### config.mk
export PLATFORM = sky130hd
export DESIGN_NAME = dreq_xbar
export DESIGN_NICKNAME = d
export VERILOG_FILES = /design/src/rtl/dreq_xbar_pkg.sv /design/src/rtl/dreq_sel_reg.sv /design/src/rtl/dreq_lane.sv /design/src/rtl/dreq_xbar.sv
export SDC_FILE = /design/constraint.sdc
export NUM_CORES = 1
export LEC_CHECK = 0
export ABC_CLOCK_PERIOD_IN_PS = 1600
export BUFFER_PORTS_ARGS = -buffer_cell sky130_fd_sc_hd__buf_2
export CORE_MARGIN = 10
export CORE_UTILIZATION = 32
export CTS_CLUSTER_DIAMETER = 60
export DETAILED_ROUTE_END_ITERATION = 8
export PLACE_DENSITY = 0.61
export SLEW_MARGIN = 40
export SYNTH_ARGS = -nofsm -noshare
export SYNTH_HDL_FRONTEND = slang
export SYNTH_SLANG_ARGS = --single-unit
### constraint.sdc
create_clock -name clk -period 1.6 [get_ports clk]
set_clock_uncertainty 0.1 [all_clocks]
set_input_delay 0.16 -clock clk [delete_from_list [all_inputs] [get_ports clk]]
set_output_delay 0.16 -clock clk [all_outputs]
set_load 0.02 [all_outputs]
### src/rtl/dreq_xbar_pkg.sv
package dreq_xbar_pkg;
    localparam int SEL_W          = 4;
    localparam int NUM_TMR        = 4;
    localparam int NUM_UART       = 3;
    localparam int NUM_SRC        = NUM_TMR + NUM_UART;
    localparam int SRC_IDX_W      = $clog2(NUM_SRC);
    localparam int TMR_CODE_BASE  = 4;
    localparam int UART_CODE_BASE = 8;
    localparam int REG_W          = 32;

    typedef struct packed {
        logic                 hit;
        logic [SRC_IDX_W-1:0] idx;
    } route_t;

    function automatic route_t decode_sel(input logic [SEL_W-1:0] code);
        route_t r;
        int     v;
        v     = int'(code);
        r.hit = 1'b0;
        r.idx = '0;
        if (v >= TMR_CODE_BASE && v < TMR_CODE_BASE + NUM_TMR) begin
            r.hit = 1'b1;
            r.idx = SRC_IDX_W'(v - TMR_CODE_BASE);
        end else if (v >= UART_CODE_BASE && v < UART_CODE_BASE + NUM_UART) begin
            r.hit = 1'b1;
            r.idx = SRC_IDX_W'(NUM_TMR + v - UART_CODE_BASE);
        end
        return r;
    endfunction
endpackage

### src/rtl/dreq_sel_reg.sv
module dreq_sel_reg
    import dreq_xbar_pkg::*;
#(
    parameter int NUM_CH = 4
) (
    input  logic                          clk,
    input  logic                          rst,
    input  logic                          wr_stb,
    input  logic [REG_W-1:0]              wr_word,
    output logic [NUM_CH-1:0][SEL_W-1:0]  sel_o,
    output logic [REG_W-1:0]              rd_word
);
    localparam int FIELD_BITS = NUM_CH * SEL_W;

    logic [FIELD_BITS-1:0] fields_q;

    always_ff @(posedge clk) begin
        if (rst) begin
            fields_q <= '0;
        end else if (wr_stb) begin
            fields_q <= wr_word[FIELD_BITS-1:0];
        end
    end

    always_comb begin
        for (int c = 0; c < NUM_CH; c++) begin
            sel_o[c] = fields_q[c*SEL_W +: SEL_W];
        end
        rd_word = REG_W'(fields_q);
    end

    // Register contents follow reset and writes on the next edge
    assert_reset_clear_R1: assert property (@(posedge clk) rst |=> rd_word == '0);
    assert_write_lands_R2: assert property (@(posedge clk) disable iff (rst)
        wr_stb |=> rd_word[FIELD_BITS-1:0] == $past(wr_word[FIELD_BITS-1:0]));
    assert_upper_zero_R3: assert property (@(posedge clk) disable iff (rst)
        rd_word[REG_W-1:FIELD_BITS] == '0);
endmodule

### src/rtl/dreq_lane.sv
module dreq_lane
    import dreq_xbar_pkg::*;
(
    input  logic               clk,
    input  logic               rst,
    input  logic [SEL_W-1:0]   sel,
    input  logic [NUM_SRC-1:0] src_vec,
    input  logic               ext_en,
    input  logic               idle,
    output logic               start
);
    route_t rt;
    logic   routed;
    logic   armed_q;

    always_comb begin
        rt     = decode_sel(sel);
        routed = rt.hit & src_vec[rt.idx];
        start  = routed & ext_en & idle & armed_q;
    end

    // Arm flag: cleared by a start, re-armed once the routed request is low
    always_ff @(posedge clk) begin
        if (rst) begin
            armed_q <= 1'b1;
        end else if (start) begin
            armed_q <= 1'b0;
        end else if (!routed) begin
            armed_q <= 1'b1;
        end
    end

    assert_reserved_silent_R6: assert property (@(posedge clk) disable iff (rst)
        !rt.hit |-> !start);
    assert_needs_enable_R8: assert property (@(posedge clk) disable iff (rst)
        start |-> ext_en);
    assert_needs_idle_R9: assert property (@(posedge clk) disable iff (rst)
        start |-> idle);
    assert_one_cycle_R10: assert property (@(posedge clk) disable iff (rst)
        start |=> !start);
endmodule

### src/rtl/dreq_xbar.sv
module dreq_xbar
    import dreq_xbar_pkg::*;
#(
    parameter int NUM_CH = 4
) (
    input  logic                clk,
    input  logic                rst,
    input  logic                reg_sel,
    input  logic                wr_en,
    input  logic [REG_W-1:0]    wr_data,
    output logic [REG_W-1:0]    rd_data,
    input  logic [NUM_TMR-1:0]  tmr_req,
    input  logic [NUM_UART-1:0] uart_req,
    input  logic [NUM_CH-1:0]   ext_en,
    input  logic [NUM_CH-1:0]   ch_idle,
    output logic [NUM_CH-1:0]   ch_start
);
    logic [NUM_CH-1:0][SEL_W-1:0] sel_w;
    logic [REG_W-1:0]             rd_word;
    logic [NUM_SRC-1:0]           src_vec;

    assign src_vec = {uart_req, tmr_req};
    assign rd_data = reg_sel ? rd_word : '0;

    dreq_sel_reg #(.NUM_CH(NUM_CH)) u_reg (
        .clk     (clk),
        .rst     (rst),
        .wr_stb  (reg_sel & wr_en),
        .wr_word (wr_data),
        .sel_o   (sel_w),
        .rd_word (rd_word)
    );

    for (genvar c = 0; c < NUM_CH; c++) begin : g_lane
        dreq_lane u_lane (
            .clk     (clk),
            .rst     (rst),
            .sel     (sel_w[c]),
            .src_vec (src_vec),
            .ext_en  (ext_en[c]),
            .idle    (ch_idle[c]),
            .start   (ch_start[c])
        );

        // A start always has at least one live requester behind it
        assert_live_source_R4: assert property (@(posedge clk) disable iff (rst)
            ch_start[c] |-> (|src_vec));
    end

    assert_read_gated_R3: assert property (@(posedge clk) disable iff (rst)
        !reg_sel |-> rd_data == '0);
endmodule

# Word level (Yosys, flattened, before mapping)

Index checks and enable logic that the tools add are counted.

Bits in writable memories: 0
Latch bits: 0
Register bits after elaboration: 20
Memory bits (read-only): 0
Memories: 0

Div/mod/pow operators: 0
Add/sub/neg operators: 12
Multiplexer cells: 25
Shifts and indexed selects: 0
$mul: 0
Reduce and logical (&&, ||, !) cells: 8
Equality and inequality tests: 4
Bitwise gates (word level): 17
Order comparisons: 20

Operators by type and width:

| cell                | count |
|---|---|
| $lt 4x4->1 const B  | 8 |
| $mux 4              | 8 |
| $and 1x1->1         | 17 |
| $ge 4x3->1 const B  | 4 |
| $ge 4x4->1 const B  | 4 |
| $lt 3x4->1 const B  | 4 |
| $mux 16             | 1 |
| $add 3x3->3 const A | 4 |
| $bmux 1 s3          | 4 |
| $mux 1              | 12 |
| $sub 3x1->3 const B | 4 |
| $sub 3x3->3 const B | 4 |
| $logic_and 1x1->1   | 8 |
| $ne 2x1->1 const B  | 4 |

# Logic depth before layout (Yosys ltp)

Word-level depth: 11
Gate-level depth with buffers: 5
Mapped depth without buffers: 3

# By module

A second synthesis with hierarchy kept.

Cells, all modules: 177
Area total of the unflattened synthesis: 1617.8 um^2

By module, submodules not included:

| module       | instances | area an instance (um^2) | cells each | sequential area each (um^2) |
|---|---|---|---|---|
| dreq_sel_reg | 1         | 824.5                   | 85         | 320.3 |
| dreq_lane    | 4         | 132.6                   | 14         | 20.0 |
| dreq_xbar    | 1         | 262.8                   | 36         | 0.0 |

# Least setup slack after synthesis

OpenSTA, ideal clock, no wires.

Path kind: register to output
Start: register u_reg.fields_q[0] (netlist: u_reg.sel_o[0])
End: output ch_start[0]
Stages on the path, launching flop included: 5
Path slack: 0.189 ns
Data required time: 1.340 ns
Data arrival time: 1.151 ns
Path through: dfxtp_1 -> mux2_2 -> a2bb2oi_1 -> a21oi_1 -> buf_4

Cells in the longest elaborated chain, start to end: 10

Ends and longest elaborated chain:

| item                                             | RTL line                                 | source |
|---|---|---|
| start, declared                                  | dreq_sel_reg.sv:15                       | `logic [FIELD_BITS-1:0] fields_q;` |
| start signal, assigned                           | dreq_sel_reg.sv:21                       | `fields_q <= wr_word[FIELD_BITS-1:0];` |
| $add 3x3->3, or another cell as far along        | dreq_xbar_pkg.sv:27                      | `r.idx = SRC_IDX_W'(NUM_TMR + v - UART_CODE_BASE);` |
| $sub 3x1->3 or $logic_and 1x1->1 (tied branches) | dreq_xbar_pkg.sv:27, dreq_xbar_pkg.sv:25 |  |
| $mux 4                                           | dreq_xbar_pkg.sv:25                      | `end else if (v >= UART_CODE_BASE && v < UART_CODE_BASE + NUM_UART) begin` |
| $mux 4 *                                         | dreq_xbar_pkg.sv:22                      | `if (v >= TMR_CODE_BASE && v < TMR_CODE_BASE + NUM_TMR) begin` |
| $bmux 1 s3                                       | dreq_lane.sv:18                          | `routed = rt.hit & src_vec[rt.idx];` |
| $mux 1 (implied by the code)                     | dreq_lane.sv:18                          |  |
| $and 1x1->1 *                                    | dreq_lane.sv:18                          |  |
| $and 1x1->1 * (3 in a row)                       | dreq_lane.sv:19                          | `start = routed & ext_en & idle & armed_q;` |
| end, declared                                    | dreq_xbar.sv:16                          | `output logic [NUM_CH-1:0] ch_start` |

Every way passes the cells marked *; elsewhere a longest branch is shown, timed or not. The select of a mux whose other input is x is not followed.

# Worst setup path in the final report

Start: register u_reg.fields_q[12] (netlist: u_reg.sel_o[12])
End: output ch_start[3]

Same word-level chain as after synthesis.

==> results_dict.tcl <==
set metrics [dict create \
    status "finished with violations" \
    violations "setup timing" \
    reg2reg_slack_ns 0.18 \
    finalWirelength_um 3860 \
    clock-sinks 20 \
    io_pins 87 \
    grt_max_degree 21 \
    synth-seq-cells 20 \
    r2r-end "g_lane[3].u_lane.armed_q" \
    numCtsBuffers 3 \
    place_congestion 0.752 \
    synthCells 165 \
    port_buffers 54 \
    drive_above_1_share 0.436 \
    finish.utilization 0.437 \
    grt_overflow 0 \
    clk_pin_slew_worst_paths_ns 0.08 \
    cts_buffer_depth 2 \
    p_int_w 0.000849 \
    core_area_um2 4030 \
    drc_errors 0 \
    first_global_vias 1311 \
    cp.depth 4 \
    die_area_um2 7170 \
    yosysWarnings 0 \
    ctsRootBufferMaster "clkbuf_8" \
    antennaDiodeCount 0 \
    p_switching_w 0.000342 \
    via_count 1266 \
    grt_first_pass_wirelength_um 6350 \
    synthesis.area_um2 1340 \
    hpwl_um 3030 \
    synth_top_family_by_area "simple AND/OR/NAND/NOR gates" \
    nets 270 \
    powerDensity_nw_per_um2 676 \
    ys_seq_area_frac 0.299 \
    min_period_ns 1.66 \
    drt_iter0_drc 61 \
    rows 23 \
    worst_path_max_delay_cell "dfxtp_4" \
    leakage_nw 0.780 \
    clk_latency_ns 0.26 \
    r2r_cells 4 \
    worstPathArrival_ns 1.40 \
    critPathKind "reg2out" \
    power_frac_comb 0.217 \
    cts_tree "yes" \
    final_cell_mix "50 x buf_2, 37 x nand2_1, 18 x a21oi_1" \
    p_seq_frac 0.456 \
    die_h_um 84.7 \
    final_common_cell "buf_2" \
    drt-wirelength-per-cell_um 14.4 \
    fmax_mhz 603 \
    dieWidth_um 84.7 \
    p_clk_frac 0.326 \
    critical-path-top-delay-family "flip-flops" \
    synth.area.mux_share 0.103 \
    startpoint "u_reg.sel_o[12]" \
    first_pass_iters 7 \
    cp_data_required_time_ns 1.34 \
    rsz0062_at_grt "yes" \
    switching_share 0.287 \
    antenna_found_initial 0 \
    path_buf_inv 1 \
    slew_viol_final 0 \
    hold_class "in2reg" \
    synth-xor-area-share 0 \
    drtAntennaViolNets 0 \
    synth_area_per_cell_um2 8.11 \
    finalCritPeriodShare 1.04 \
    vias_per_cell 4.72 \
    start_kind "flop" \
    area_growth_pct 31.7 \
    start_util 0.332 \
    h-tree-depth 1 \
    synthAdderAreaFrac 0 \
    end_kind "output pin" \
    crit_chain "mux2_4 > a22oi_2 > a21oi_1 > buf_4" \
    cpPeakStageDelay_ns 0.39 \
    hold_violations 0 \
    crit_end "ch_start[3]" \
    worst_slack_ns -0.0587 \
    grt_usage 0.105 \
    synth.distinct_cells 21 \
    synth-simple-area-share 0.303 \
    synth_compound_area_frac 0.161 \
    setup_viol 4 \
    tns_ns -0.182 \
    cp_max_fo 6 \
    drv_cap 0 \
    reg2reg_from "u_reg.sel_o[14]" \
    ir_worst_vdd_uv 624 \
]
[worst min-delay path by stage]
stage | from | to | slack (ns) | cells after the start
global placement | wr_data[6] | u_reg.sel_o[6] | 0.30 | 3
detailed placement | wr_data[10] | u_reg.sel_o[10] | 0.31 | 3
finish | wr_data[10] | u_reg.sel_o[10] | 0.02 | 3
floorplan | wr_data[11] | u_reg.sel_o[11] | 0.20 | 2
global route | wr_data[10] | u_reg.sel_o[10] | 0.03 | 3
CTS | wr_data[9] | u_reg.sel_o[9] | 0.02 | 3
[timing repair]
item	in CTS	in global routing
resized for setup	19	13
setup buffers	1	1
pin swaps	7	4
hold buffers	0	0
gates cloned	0	0
endpoints found under the setup margin	4	4
[cells by family after synthesis]
logic type             Yosys count
AO/OA/AOI/OAI                   32
buffers and inverters           26
flip-flops                      20
multiplexers                    12
other                            1
AND/OR/NAND/NOR                 74
[power by group through the flow]
stage          clock [W]  sequential (W)  combinational [W]
2_1_floorplan          0        0.000548           0.000181
3_3_place_gp           0        0.000554           0.000233
3_5_place_dp           0        0.000555           0.000235
4_1_cts         0.000400        0.000541           0.000250
5_1_grt         0.000431        0.000548           0.000286
6_report        0.000389        0.000543           0.000259
[metal layers]
layer | part of all wire | vias up | GRT usage
met3 | 0.084 | 2 | 0.0454
met4 | 0.0042 | 0 | 0.0180
li1 | - | 648 | -
met2 | 0.47 | 45 | 0.178
met1 | 0.44 | 571 | 0.121
met5 | 0 | - | 0
[per-stage QoR]
step	total power (W)	worst slack, ns	area [um^2]	hold slack (ns)	cells
2_1_floorplan	0.000729	0.189	1390	0.196	180
3_3_place_gp	0.000788	0.0545	1580	0.305	262
3_5_place_dp	0.000790	0.0465	1580	0.308	262
4_1_cts	0.00119	-0.0911	1710	0.0224	267
5_1_grt	0.00127	-0.121	1760	0.0330	268
6_report	0.00119	-0.0587	1760	0.0186	268
[cells in the mapped netlist]
cell type	number	area, um^2
a2bb2oi_1	4	35.0
mux2_2	4	45.0
conb_1	1	3.75
a221o_1	4	40.0
a21oi_1	20	100
mux2_1	2	22.5
clkbuf_1	4	15.0
nor3b_1	8	60.1
nand2_1	37	139
and2_1	17	106
and4bb_2	2	25.0
mux2i_1	4	40.0
a22oi_2	2	25.0
mux2_4	2	30.0
buf_2	2	10.0
and4bb_1	2	25.0
a22oi_1	2	15.0
nand3_1	4	20.0
dfxtp_1	20	400
buf_4	20	150
nand3b_1	4	30.0
[layout make-up]
class,instances,area [um^2]
Fill cell,454,2270
Multi-Input combinational cell,134,892
Sequential cell,20,419
Timing Repair Buffer,60,333
Tap cell,50,62.6
Clock buffer,4,55.1
[worst reg2reg max path, delay by kind of cell (launching register included)]
| family | cells | cell delay [ns] |
|---|---|---|
| compound gates | 2 | 0.43 |
| buf+inv | 1 | 0.14 |
| flops | 1 | 0.40 |
| simple gates | 1 | 0.25 |
[sequential cells by signal, summed over array words and instances, names as in the netlist]
| signal | count |
|---|---|
| u_reg.sel_o | 16 |
| g_lane.u_lane.armed_q | 4 |
Power figures use the tool's default switching activity.
